### src/rtl/qirq_pkg.sv
package qirq_pkg;
    localparam int unsigned SLOT_W  = 4;   // bits reserved per queue in a selector word
    localparam int unsigned SEL_W   = 3;   // used selector bits per queue
    localparam int unsigned INV_BIT = 2;   // selector bit that inverts the condition
    localparam int unsigned NIB_W   = 4;   // status flags per lower queue

    typedef enum logic [1:0] {
        FLAG_EMPTY       = 2'd0,
        FLAG_NEAR_EMPTY  = 2'd1,
        FLAG_NEAR_FULL   = 2'd2,
        FLAG_FULL        = 2'd3
    } flag_idx_e;
endpackage

### src/rtl/qirq_src_cfg.sv
module qirq_src_cfg
    import qirq_pkg::*;
#(
    parameter int unsigned HALF_Q = 32,
    parameter int unsigned DW     = 32,
    localparam int unsigned SPW    = DW / SLOT_W,
    localparam int unsigned NSW    = HALF_Q / SPW,
    localparam int unsigned WIDX_W = (NSW > 1) ? $clog2(NSW) : 1
)(
    input  logic                    clk_i,
    input  logic                    rst_ni,
    input  logic                    wr_en_i,
    input  logic [WIDX_W-1:0]       word_i,
    input  logic [DW-1:0]           wdata_i,
    output logic [HALF_Q*SEL_W-1:0] sel_o,
    output logic [DW-1:0]           rdata_o
);
    typedef struct packed {
        logic [HALF_Q-1:0][SEL_W-1:0] sel;
    } cfg_state_t;

    cfg_state_t st_d, st_q;

    always_comb begin
        st_d    = st_q;
        rdata_o = '0;
        for (int q = 0; q < HALF_Q; q++) begin
            if (wr_en_i && (word_i == WIDX_W'(q / SPW))) begin
                st_d.sel[q] = wdata_i[(q % SPW) * SLOT_W +: SEL_W];
            end
            if (word_i == WIDX_W'(q / SPW)) begin
                rdata_o[(q % SPW) * SLOT_W +: SEL_W] = st_q.sel[q];
            end
        end
    end

    always_ff @(posedge clk_i or negedge rst_ni) begin
        if (!rst_ni) st_q <= '0;
        else         st_q <= st_d;
    end

    assign sel_o = st_q.sel;
endmodule

### src/rtl/qirq_cond_sel.sv
module qirq_cond_sel
    import qirq_pkg::*;
#(
    parameter int unsigned HALF_Q = 32
)(
    input  logic [HALF_Q*NIB_W-1:0] stat_lo_i,
    input  logic [HALF_Q*SEL_W-1:0] sel_i,
    input  logic [HALF_Q-1:0]       hi_near_empty_i,
    output logic [HALF_Q-1:0]       cond_lo_o,
    output logic [HALF_Q-1:0]       cond_hi_o
);
    for (genvar q = 0; q < HALF_Q; q++) begin : g_lo
        logic [NIB_W-1:0] nib;
        logic [SEL_W-1:0] sel;
        flag_idx_e        idx;
        assign nib          = stat_lo_i[q*NIB_W +: NIB_W];
        assign sel          = sel_i[q*SEL_W +: SEL_W];
        assign idx          = flag_idx_e'(sel[1:0]);
        assign cond_lo_o[q] = nib[idx] ^ sel[INV_BIT];
    end

    // upper half: fixed source, queue holds more than its low mark
    assign cond_hi_o = ~hi_near_empty_i;
endmodule

### src/rtl/qirq_half.sv
module qirq_half #(
    parameter int unsigned N = 32
)(
    input  logic         clk_i,
    input  logic         rst_ni,
    input  logic [N-1:0] cond_i,
    input  logic         en_wr_i,
    input  logic         pend_wr_i,
    input  logic [N-1:0] wdata_i,
    output logic [N-1:0] en_o,
    output logic [N-1:0] pend_o,
    output logic         irq_o
);
    typedef struct packed {
        logic [N-1:0] en;
        logic [N-1:0] pend;
        logic [N-1:0] cond;
    } half_state_t;

    half_state_t  st_d, st_q;
    logic [N-1:0] rise, set, clr;

    always_comb begin
        rise      = cond_i & ~st_q.cond;
        set       = rise & st_q.en;
        clr       = pend_wr_i ? wdata_i : '0;
        st_d.cond = cond_i;
        st_d.en   = en_wr_i ? wdata_i : st_q.en;
        // set beats clear; a disabled queue drops its pending bit
        st_d.pend = ((st_q.pend & ~clr) | set) & st_d.en;
    end

    always_ff @(posedge clk_i or negedge rst_ni) begin
        if (!rst_ni) st_q <= '0;
        else         st_q <= st_d;
    end

    assign en_o   = st_q.en;
    assign pend_o = st_q.pend;
    assign irq_o  = |(st_q.pend & st_q.en);

    p_pend_needs_en_r8: assert property (@(posedge clk_i) disable iff (!rst_ni)
        ((st_q.pend & ~st_q.en) == '0));

    p_new_pend_edge_r5: assert property (@(posedge clk_i) disable iff (!rst_ni)
        1'b1 |=> ((st_q.pend & ~$past(st_q.pend) & ~$past(set)) == '0));

    p_w1c_r6: assert property (@(posedge clk_i) disable iff (!rst_ni)
        pend_wr_i |=> ((st_q.pend & $past(clr & ~set)) == '0));

    p_set_wins_r7: assert property (@(posedge clk_i) disable iff (!rst_ni)
        1'b1 |=> (($past(set) & st_q.en & ~st_q.pend) == '0));
endmodule

### src/rtl/qirq_ctrl.sv
module qirq_ctrl
    import qirq_pkg::*;
#(
    parameter int unsigned HALF_Q = 32,
    localparam int unsigned DW     = HALF_Q,
    localparam int unsigned SPW    = DW / SLOT_W,
    localparam int unsigned NSW    = HALF_Q / SPW,
    localparam int unsigned NREG   = NSW + 4,
    localparam int unsigned AW     = $clog2(NREG),
    localparam int unsigned WIDX_W = (NSW > 1) ? $clog2(NSW) : 1
)(
    input  logic                    clk_i,
    input  logic                    rst_ni,
    input  logic                    reg_wr_i,
    input  logic [AW-1:0]           reg_addr_i,
    input  logic [DW-1:0]           reg_wdata_i,
    output logic [DW-1:0]           reg_rdata_o,
    input  logic [HALF_Q*NIB_W-1:0] stat_lo_i,
    input  logic [HALF_Q-1:0]       hi_near_empty_i,
    output logic                    irq_lo_o,
    output logic                    irq_hi_o
);
    localparam int unsigned A_EN_LO = NSW;
    localparam int unsigned A_EN_HI = NSW + 1;
    localparam int unsigned A_PD_LO = NSW + 2;
    localparam int unsigned A_PD_HI = NSW + 3;

    logic                    sel_hit;
    logic [DW-1:0]           sel_rdata;
    logic [HALF_Q*SEL_W-1:0] sel_flat;
    logic [HALF_Q-1:0]       cond_lo, cond_hi;
    logic [HALF_Q-1:0]       en_lo, en_hi, pend_lo, pend_hi;

    assign sel_hit = (reg_addr_i < AW'(NSW));

    qirq_src_cfg #(.HALF_Q(HALF_Q), .DW(DW)) u_cfg (
        .clk_i   (clk_i),
        .rst_ni  (rst_ni),
        .wr_en_i (reg_wr_i && sel_hit),
        .word_i  (reg_addr_i[WIDX_W-1:0]),
        .wdata_i (reg_wdata_i),
        .sel_o   (sel_flat),
        .rdata_o (sel_rdata)
    );

    qirq_cond_sel #(.HALF_Q(HALF_Q)) u_cond (
        .stat_lo_i       (stat_lo_i),
        .sel_i           (sel_flat),
        .hi_near_empty_i (hi_near_empty_i),
        .cond_lo_o       (cond_lo),
        .cond_hi_o       (cond_hi)
    );

    qirq_half #(.N(HALF_Q)) u_lo (
        .clk_i     (clk_i),
        .rst_ni    (rst_ni),
        .cond_i    (cond_lo),
        .en_wr_i   (reg_wr_i && (reg_addr_i == AW'(A_EN_LO))),
        .pend_wr_i (reg_wr_i && (reg_addr_i == AW'(A_PD_LO))),
        .wdata_i   (reg_wdata_i),
        .en_o      (en_lo),
        .pend_o    (pend_lo),
        .irq_o     (irq_lo_o)
    );

    qirq_half #(.N(HALF_Q)) u_hi (
        .clk_i     (clk_i),
        .rst_ni    (rst_ni),
        .cond_i    (cond_hi),
        .en_wr_i   (reg_wr_i && (reg_addr_i == AW'(A_EN_HI))),
        .pend_wr_i (reg_wr_i && (reg_addr_i == AW'(A_PD_HI))),
        .wdata_i   (reg_wdata_i),
        .en_o      (en_hi),
        .pend_o    (pend_hi),
        .irq_o     (irq_hi_o)
    );

    always_comb begin
        reg_rdata_o = '0;
        if (sel_hit) begin
            reg_rdata_o = sel_rdata;
        end else begin
            case (int'(reg_addr_i))
                A_EN_LO: reg_rdata_o = en_lo;
                A_EN_HI: reg_rdata_o = en_hi;
                A_PD_LO: reg_rdata_o = pend_lo;
                A_PD_HI: reg_rdata_o = pend_hi;
                default: reg_rdata_o = '0;
            endcase
        end
    end

    p_irq_lo_quiet_r9: assert property (@(posedge clk_i) disable iff (!rst_ni)
        (en_lo == '0) |-> !irq_lo_o);

    p_irq_hi_quiet_r9: assert property (@(posedge clk_i) disable iff (!rst_ni)
        (en_hi == '0) |-> !irq_hi_o);
endmodule

### config.mk
export PLATFORM = sky130hd
export DESIGN_NAME = qirq_ctrl
export DESIGN_NICKNAME = d
export VERILOG_FILES = /design/src/rtl/qirq_pkg.sv /design/src/rtl/qirq_src_cfg.sv /design/src/rtl/qirq_cond_sel.sv /design/src/rtl/qirq_half.sv /design/src/rtl/qirq_ctrl.sv
export SDC_FILE = /design/constraint.sdc
export NUM_CORES = 1
export LEC_CHECK = 0
export BUFFER_PORTS_ARGS = -buffer_cell sky130_fd_sc_hd__clkbuf_2
export CORE_MARGIN = 5
export CORE_UTILIZATION = 57
export CTS_BUF_LIST = sky130_fd_sc_hd__clkbuf_16
export DETAILED_ROUTE_END_ITERATION = 10
export PLACE_DENSITY = 0.78
export SYNTH_ARGS = -nofsm -noshare
export SYNTH_HDL_FRONTEND = slang
export SYNTH_SLANG_ARGS = --single-unit
### constraint.sdc
create_clock -name clk_i -period 1.8 [get_ports clk_i]
set_input_delay 0.18 -clock clk_i [delete_from_list [all_inputs] [get_ports clk_i]]
set_output_delay 0.18 -clock clk_i [all_outputs]
set_load 0.005 [all_outputs]
==> results.tsv, run 1 <==
metric	value	unit
outcome	complete, but fails checks	
failing checks	setup timing	
die area	27570	µm²
maximum clock rate	0.4304	GHz
number of enable flip-flop cells after synthesis	0	
Max Root-Sink Buffers	3	
CTS tree	done	
final setup fails	26	
critical path launch point type	register	
global-route wire length before repair	74.42	mm
clk_lat worst skew	560	ps
YS warnings	0	
Post-Syn Nets	1337	
Top FF cell, synth	dfrtp_1	
largest net degree at the start of global routing	58	
clk_skew	12.26	ps
mapped cell area	13880	µm²
Critical Path Start	u_lo.en_o[9]$_DFF_PN0_	
max-cap viol count	0	
xor-xnor portion of the synthesized cell area	0.02019	
Final nets	1792	
Area Growth Syn to Fin	34.02	%
fin crit period	2323	ps
global route total overflow	0	
via count	12080	
Slew @ Worst Pin	465.6	ps
Lkg Pwr	9.147	nW
share of the synthesized area in the top cell type	0.5192	
DR vias/cell	6.220	
num ports	232	
final-report hold violation count	0	
Final Cycle Share	1.291	
Crit. End Element	output pin	
CTS clk-pin slew, worst paths	60	ps
most frequent cells after synthesis	288 x dfrtp_1, 151 x inv_1, 101 x mux2_2	
Clk Tree Root Cell	clkbuf_16	
initial drt markers	1627	
Power Density	1156	nW/µm²
Core Region	24180	µm²
most common cell in the synthesized netlist	dfrtp_1	
gpl congestion	0.9748	
worst hold start	stat_lo_i[38]	
reg2reg start	u_cfg.sel_o[42]$_DFFE_PN0P_	
Synth Area in Simple Gates	0.05345	
cell taking the most area after synthesis	dfrtp_1	
Slew Limit Fails	0	
fill count	1419	
Hold WC Path Type	in2reg	
crit path kind	reg2out	
RSZ-0062 raised after global routing	true	
Worst VDD drop	0.0007738	V
Post-Syn Instances	1139	
Synth cell types	32	
Port Buffers	231	
# H-tree levels	1	
CTS Sinks	288	
DRT Wirelength	48.48	mm
initial antenna violation count	0	
syn avg cell area	12.19	µm²
Worst Slack Setup Final	-523.4	ps
async set-reset flop share out of synthesis	1.000	
Worst EP arrival	2140	ps
Num CTS Buffers	30	
Compound-Gate Fraction of Synth Area	0.1382	
post-route core utilization	0.7694	
die height	166.1	µm
1st-pass router iterations	5	
multi-input gate area in the final layout	6022	µm²
Seq/Total Area, Yosys	0.5192	
Crit path required time	1620	ps
Core Rows	57	
Detailed Place HPWL	32.16	mm
Seq cells post-synth	288	
Post-DRT Antenna Nets	0	
CP max FO	4	
Register Area	7212	µm²
Synth area leaders	dfrtp_1 52%, mux4_2 10%, mux2_2 8.2%	
vias in the first global route	12810	
Die Wd	166.1	µm
area share of fa/ha/maj cells after synthesis	0	
layout cell share with drive strength beyond 1	0.4135	
diode count	0	
Avg WL per Cell	24.97	µm
main combinational cell family by area after synthesis	multiplexers	
DRC violation count after routing	0	
Pwr Total	21.51	mW
Initial Util	0.5741	
Slew HR	0.6886	
All-Layer GR Usage	0.3436	
mux contribution to synthesized area	0.2080	
[worst paths after layout]
check                           depth (start not counted)  slack, ps                     endpoint
worst max-delay path                                    4       -520                     irq_lo_o
worst min-delay path                                    3         50       u_lo.st_q[9]$_DFF_PN0_
worst max register to register                          3        100    u_lo.pend_o[14]$_DFF_PN0_
worst min register to register                          2        510    u_lo.pend_o[19]$_DFF_PN0_
max in group asynchronous                               3        960  u_cfg.sel_o[43]$_DFFE_PN0P_
min in group asynchronous                               2        140       u_hi.en_o[2]$_DFF_PN0_
[placed cells by master, fill, tap and decap left out, types with 2 or more instances in the layout]
| cell | n |
|---|---|
| dfrtp_1 | 284 |
| nand2b_1 | 16 |
| buf_2 | 3 |
| buf_6 | 13 |
| mux2_4 | 7 |
| mux4_2 | 63 |
| nor3b_4 | 2 |
| clkbuf_2 | 225 |
| nand2b_4 | 2 |
| or2_2 | 9 |
| bufinv_16 | 3 |
| a22oi_2 | 11 |
| nand4b_1 | 3 |
| a221oi_1 | 9 |
| dlygate4sd3_1 | 64 |
| nand3_2 | 14 |
| a21oi_1 | 9 |
| buf_12 | 16 |
| mux2i_1 | 32 |
| a211oi_1 | 32 |
| and3b_1 | 2 |
| o2bb2ai_1 | 32 |
| clkinv_2 | 8 |
| clkinv_1 | 9 |
| mux2_2 | 94 |
| nand3_1 | 26 |
| a21boi_0 | 23 |
| o21ai_0 | 97 |
| buf_4 | 156 |
| nand4_1 | 9 |
| inv_1 | 155 |
| dfrtp_2 | 4 |
| or4_4 | 2 |
| a22oi_1 | 71 |
| nand2_1 | 41 |
| clkbuf_16 | 31 |
| xor2_1 | 32 |
[kinds of logic after synthesis]
| family | Yosys count |
|---|---|
| compound gates | 284 |
| xor+xnor | 32 |
| buf+inv | 206 |
| flops | 288 |
| mux | 197 |
| simple gates | 132 |
[through the flow]
stage	setup TNS, ps	setup WS (ps)	std cells	hold WS [ps]	cell area, µm²
3_5_place_dp	0	14.06	1731	137.0	16080
6_report	-5210	-523.4	1942	54.83	18600
3_3_place_gp	0	11.59	1731	133.7	16080
5_1_grt	-6171	-567.7	1942	67.27	18600
4_1_cts	-5028	-453.2	1922	39.78	18410
2_1_floorplan	0	222.0	1139	-115.6	13880
[report_power, final]
part | internal (mW) | leakage (nW) | switching [mW]
sequential | 8.00 | 3.54 | 1.28
clock | 3.52 | 0.491 | 2.59
combinational | 3.22 | 5.11 | 2.90
[per-layer routing]
layer,up-vias,track usage,part of all wire
li1,5048,-,-
met1,6016,0.4671,0.37
met2,850,0.5384,0.47
met3,166,0.07974,0.11
met4,0,0.1456,0.049
met5,-,0,0
[worst max-delay path: stages, from the launching register on]
cell and delay (ps):
dfrtp_1 450, a22oi_2 300, nand4_1 210, or4_4 480, clkbuf_2 140
[flip-flops by register name, summed over array words and instances, names as in the netlist]
register     count
u_hi.pend_o     32
u_lo.pend_o     32
u_lo.en_o       32
u_lo.st_q       32
u_cfg.sel_o     96
u_hi.st_q       32
u_hi.en_o       32
[area by class of cell]
cell class                 count  area share
clock inverter                25     0.01002
sequential                   288      0.3877
multi-input combinational    645      0.3237
timing repair buffer         478      0.1846
clock buffer                  31     0.04170
inverter                     151     0.03047
tap                          324     0.02179
[what timing repair did]
action / CTS / global route
gates resized for setup: 44 / 15
pin swaps: 3 / 2
hold buffers: 64 / 0
setup endpoints to repair: 26 / 26
setup buffers: 71 / 22
cloned: 0 / 0
endpoints found under the hold margin: 472 / 0
Power figures use the tool's default switching activity.
==> inputs of run 2 (changes only) <==
Clock period 1.8 ns to 2.3 ns, I/O delays scaled along.
==> results.tsv, run 2 (same netlist as run 1, synthesis figures left out) <==
metric	value	unit
Lkg Pwr	8.219	nW
Worst Path Buf+Inv	1	
number of instances in the placed design	1678	
vias in the first global route	11610	
Initial Util	0.5741	
Slew @ Worst Pin	566.9	ps
Die Wd	166.1	µm
largest net degree at the start of global routing	86	
CTS clk-pin slew, worst paths	70	ps
max-cap viol count	0	
Crit path required time	2070	ps
final-report hold violation count	0	
Layout Cells excl Fill	1786	
# H-tree levels	1	
Power Density	917.7	nW/µm²
Hold WC Path Type	in2reg	
Clk Tree Root Cell	clkbuf_16	
CP top delay family	simple AND/OR/NAND/NOR gates	
Core Rows	57	
Final nets	1641	
fin crit period	2358	ps
via count	11180	
1st-pass router iterations	6	
gpl congestion	0.9315	
critical path's slowest cell	or4_4	
maximum clock rate	0.4240	GHz
Critical Path Start	u_hi.en_o[16]$_DFF_PN0_	
max reg flops	96	
CP Cell Sequence	a22oi_2 > nand4_1 > or4_4 > clkbuf_2	
Num CTS Buffers	29	
CP max FO	4	
Slew Limit Fails	0	
Area Growth Syn to Fin	23.47	%
final setup fails	1	
failing checks	setup timing	
fill count	1649	
global-route wire length before repair	68.44	mm
reg2reg start	u_cfg.sel_o[48]$_DFFE_PN0P_	
diode count	0	
Detailed Place HPWL	30.98	mm
critical path launch point type	register	
num ports	232	
Max Root-Sink Buffers	3	
Core Region	24180	µm²
DRT Wirelength	43.47	mm
initial antenna violation count	1	
clk_skew	12.40	ps
Worst Slack Setup Final	-58.35	ps
Worst EP arrival	2130	ps
max incr delay on CP	570	ps
outcome	complete, but fails checks	
total negative setup slack	-58.35	ps
DRC violation count after routing	0	
Final Cycle Share	1.025	
crit path kind	reg2out	
dpl ws	382.7	ps
Port Buffers	231	
DR vias/cell	6.260	
clk_lat worst skew	560	ps
global route total overflow	0	
Avg WL per Cell	24.34	µm
worst hold start	reg_wdata_i[18]	
die height	166.1	µm
RSZ-0062 raised after global routing	true	
Worst VDD drop	0.0005487	V
Slew HR	0.6208	
CTS tree	done	
die area	27570	µm²
layout cell share with drive strength beyond 1	0.3591	
initial drt markers	1037	
CTS Sinks	288	
Post-DRT Antenna Nets	0	
most frequent cells in the layout	282 x dfrtp_1, 230 x clkbuf_2, 152 x inv_1	
All-Layer GR Usage	0.3152	
commonest non-fill, non-tap cell in the layout	dfrtp_1	
Crit. End Element	output pin	
## run 2: changes by cell type in the layout (fill, tap and decap cells not counted), sizes merged
cell,delta
buf,-140
dlygate4sd3,-15
clkbuf,+3
inv,-2
clkinv,-1
clkinvlp,-1
## run 2: power breakdown
part	total, mW	switching, mW	leakage (nW)	internal (mW)
logic	3.67	1.78	4.23	1.89
clock network	4.58	1.98	0.451	2.60
registers	7.48	1.22	3.54	6.26
total	15.7	4.98	8.22	10.8
## run 2: per-stage QoR
step           hold slack (ps)  power [mW]  utilization  instance area [µm²]
6_report                 13.72       15.73       0.7089                17140
5_1_grt                  11.18       16.41       0.7089                17140
4_1_cts                  1.643       15.60       0.7065                17080
3_5_place_dp             188.3       10.84       0.6442                15570
3_3_place_gp             183.5       10.66       0.6442                15570
2_1_floorplan           -65.59       9.206            -                13880
## run 2: path summary, 6_finish.rpt
path / to / slack (ps) / cells past startpoint
worst max-delay path: irq_hi_o / -60 / 4
worst min-delay path: u_cfg.sel_o[38]$_DFFE_PN0P_ / 10 / 2
worst min register to register: u_lo.pend_o[16]$_DFF_PN0_ / 510 / 2
worst max register to register: u_lo.pend_o[16]$_DFF_PN0_ / 660 / 3
min in group asynchronous: u_cfg.sel_o[24]$_DFFE_PN0P_ / 200 / 2
max in group asynchronous: u_lo.en_o[17]$_DFF_PN0_ / 1250 / 3
## run 2: final cells by class
| cell class | instances | area, µm² | area share |
|---|---|---|---|
| flip-flops and latches | 288 | 7214 | 0.4209 |
| multi-input cells | 645 | 5951 | 0.3472 |
| repair buffers | 328 | 2105 | 0.1228 |
| clock buffers | 29 | 725.7 | 0.04234 |
| inverters | 151 | 566.8 | 0.03307 |
| well taps | 324 | 405.4 | 0.02365 |
| clock inverters | 21 | 171.4 | 0.01000 |
## run 2: what timing repair did
action                     CTS  global route
gates cloned                 0             0
buffers inserted             3             6
pin swaps                    6             5
setup endpoints to repair    2             2
hold endpoints to repair   147             0
resized for setup           23             4
hold buffers                49             0
## run 2: routing by layer
layer / GRT usage / share of wire
met1: 0.4392 / 0.39
met2: 0.4838 / 0.46
met3: 0.07451 / 0.10
met4: 0.1284 / 0.047
met5: 0 / 0.00016
==> inputs of run 3 (changes only) <==
Settings changed: ABC_AREA set to 1, PLACE_DENSITY 0.78 to 0.77.
==> results.tsv, run 3 <==
metric	value	unit
via count	14320	
number of enable flip-flop cells after synthesis	0	
commonest non-fill, non-tap cell in the layout	nand2_1	
clk_lat worst skew	510	ps
Port Buffers	231	
global-route wire length before repair	75.04	mm
syn avg cell area	7.557	µm²
Hold WC Path Type	in2reg	
Slew @ Worst Pin	581.9	ps
CTS Sinks	288	
Post-Syn Nets	2091	
most common cell in the synthesized netlist	nand2_1	
# H-tree levels	2	
initial antenna violation count	0	
Core Region	24960	µm²
CTS clk-pin slew, worst paths	60	ps
Worst VDD drop	0.0005681	V
Synth area leaders	dfrtp_1 50%, nand2_1 13%, o21ai_0 9.2%	
Worst EP arrival	2010	ps
DRC violation count after routing	0	
Final Cycle Share	0.9741	
diode count	0	
Avg WL per Cell	19.11	µm
CTS tree	done	
layout cell share with drive strength beyond 1	0.1504	
largest net degree at the start of global routing	68	
Crit. End Element	output pin	
Detailed Place HPWL	34.95	mm
cell taking the most area after synthesis	dfrtp_1	
Slew Limit Fails	0	
RSZ-0062 raised after global routing	false	
Power Density	946.5	nW/µm²
critical path launch point type	register	
vias in the first global route	14020	
Seq/Total Area, Yosys	0.5038	
async set-reset flop share out of synthesis	1.000	
total negative setup slack	0	ps
Area Growth Syn to Fin	22.70	%
die height	168.4	µm
Slew HR	0.6121	
Post-DRT Antenna Nets	0	
most frequent cells in the layout	503 x nand2_1, 306 x inv_1, 288 x dfrtp_1	
share of the synthesized area in the top cell type	0.5038	
Seq cells post-synth	288	
Synth cell types	26	
Final nets	2382	
global route total overflow	0	
fin crit period	2240	ps
num ports	232	
die area	28370	µm²
Top FF cell, synth	dfrtp_1	
All-Layer GR Usage	0.3377	
DR vias/cell	5.643	
initial drt markers	1681	
Post-Syn Instances	1893	
DRT Wirelength	48.50	mm
gpl congestion	0.9639	
Core Rows	58	
Crit path required time	2070	ps
most frequent cells after synthesis	503 x nand2_1, 302 x inv_1, 288 x dfrtp_1	
clk_skew	7.801	ps
mapped cell area	14310	µm²
Clk Tree Root Cell	clkbuf_16	
1st-pass router iterations	5	
Layout Cells excl Fill	2538	
Initial Util	0.5731	
outcome	complete, no violations	
max reg flops	96	
Max Root-Sink Buffers	3	
number of instances in the placed design	2435	
CP max FO	4	
Lkg Pwr	9.110	nW
maximum clock rate	0.4463	GHz
YS warnings	0	
final-report hold violation count	0	
Num CTS Buffers	34	
final setup fails	0	
Die Wd	168.4	µm
max-cap viol count	0	
crit path kind	reg2out	
-- run 3: layer usage --
metal | vias up | part of all wire | global-route usage
li1 | 6656 | - | -
met1 | 6693 | 0.39 | 0.4537
met5 | - | 0 | 0
met2 | 841 | 0.46 | 0.5398
met3 | 133 | 0.10 | 0.07607
met4 | 0 | 0.038 | 0.1281
-- run 3: timing repair --
action | 4_1_cts | 5_1_grt
buffers inserted | 0 | 0
hold buffers | 43 | 0
endpoints found under the hold margin | 119 | 0
gates resized for setup | 0 | 1
endpoints found under the setup margin | 0 | 1
-- run 3: area by class of cell --
class	instances	area (µm²)
Fill cell	2071	7410
Timing Repair Buffer	315	1979
Clock buffer	37	925.9
Sequential cell	288	7207
Inverter	306	1149
Multi-Input combinational cell	1239	5702
Clock inverter	23	178.9
Tap cell	330	412.9
-- run 3: report_power, final --
| group | switching, mW | leakage (nW) | internal, mW |
|---|---|---|---|
| registers | 0.904 | 3.44 | 6.24 |
| logic | 2.57 | 5.11 | 1.55 |
| clock network | 2.13 | 0.562 | 3.22 |
-- run 3: metrics by stage --
| stage | worst slack [ps] | util | area (µm²) | power [mW] | hold slack (ps) |
|---|---|---|---|---|---|
| 3_5_place_dp | 326.7 | 0.6415 | 16020 | 11.10 | 235.6 |
| 5_1_grt | 0.4248 | 0.7032 | 17550 | 17.53 | 7.443 |
| 2_1_floorplan | 819.0 | - | 14310 | 9.474 | -65.59 |
| 3_3_place_gp | 403.3 | 0.6415 | 16020 | 10.94 | 238.9 |
| 6_report | 59.56 | 0.7032 | 17550 | 16.62 | 1.067 |
| 4_1_cts | 45.72 | 0.7030 | 17550 | 16.53 | 0.3946 |
-- run 3: final timing paths --
| check | startpoint | end | slack [ps] | cells past startpoint |
|---|---|---|---|---|
| worst min register to register | u_hi.st_q[3]$_DFF_PN0_ | u_hi.pend_o[3]$_DFF_PN0_ | 490 | 3 |
| worst max-delay path | u_lo.en_o[14]$_DFF_PN0_ | irq_lo_o | 60 | 7 |
| min in group asynchronous | rst_ni | u_hi.st_q[19]$_DFF_PN0_ | 280 | 2 |
| worst max register to register | u_cfg.sel_o[81]$_DFFE_PN0P_ | u_lo.pend_o[27]$_DFF_PN0_ | 930 | 7 |
| worst min-delay path | reg_wdata_i[23] | u_hi.en_o[23]$_DFF_PN0_ | 1 | 3 |
| max in group asynchronous | rst_ni | u_lo.pend_o[2]$_DFF_PN0_ | 1330 | 3 |
-- run 3: cells by family (layout without fill, tap and decap cells) --
| kind of cell | after synthesis | in the layout | share of synthesized area |
|---|---|---|---|
| and+or+nand+nor | 785 | 785 | 0.2304 |
| AOI/OAI and AO/OA | 454 | 454 | 0.1679 |
| buffers and inverters | 366 | 681 | 0.09795 |
| DFF | 288 | 288 | 0.5038 |
-- run 3: critical path, cell delays in order (launching register included) --
cell      delay [ps]
dfrtp_1          360
inv_1            110
o21ai_0          220
a21oi_2          260
nand3_1          160
nor2_1           140
nand2_1          120
clkbuf_2         140
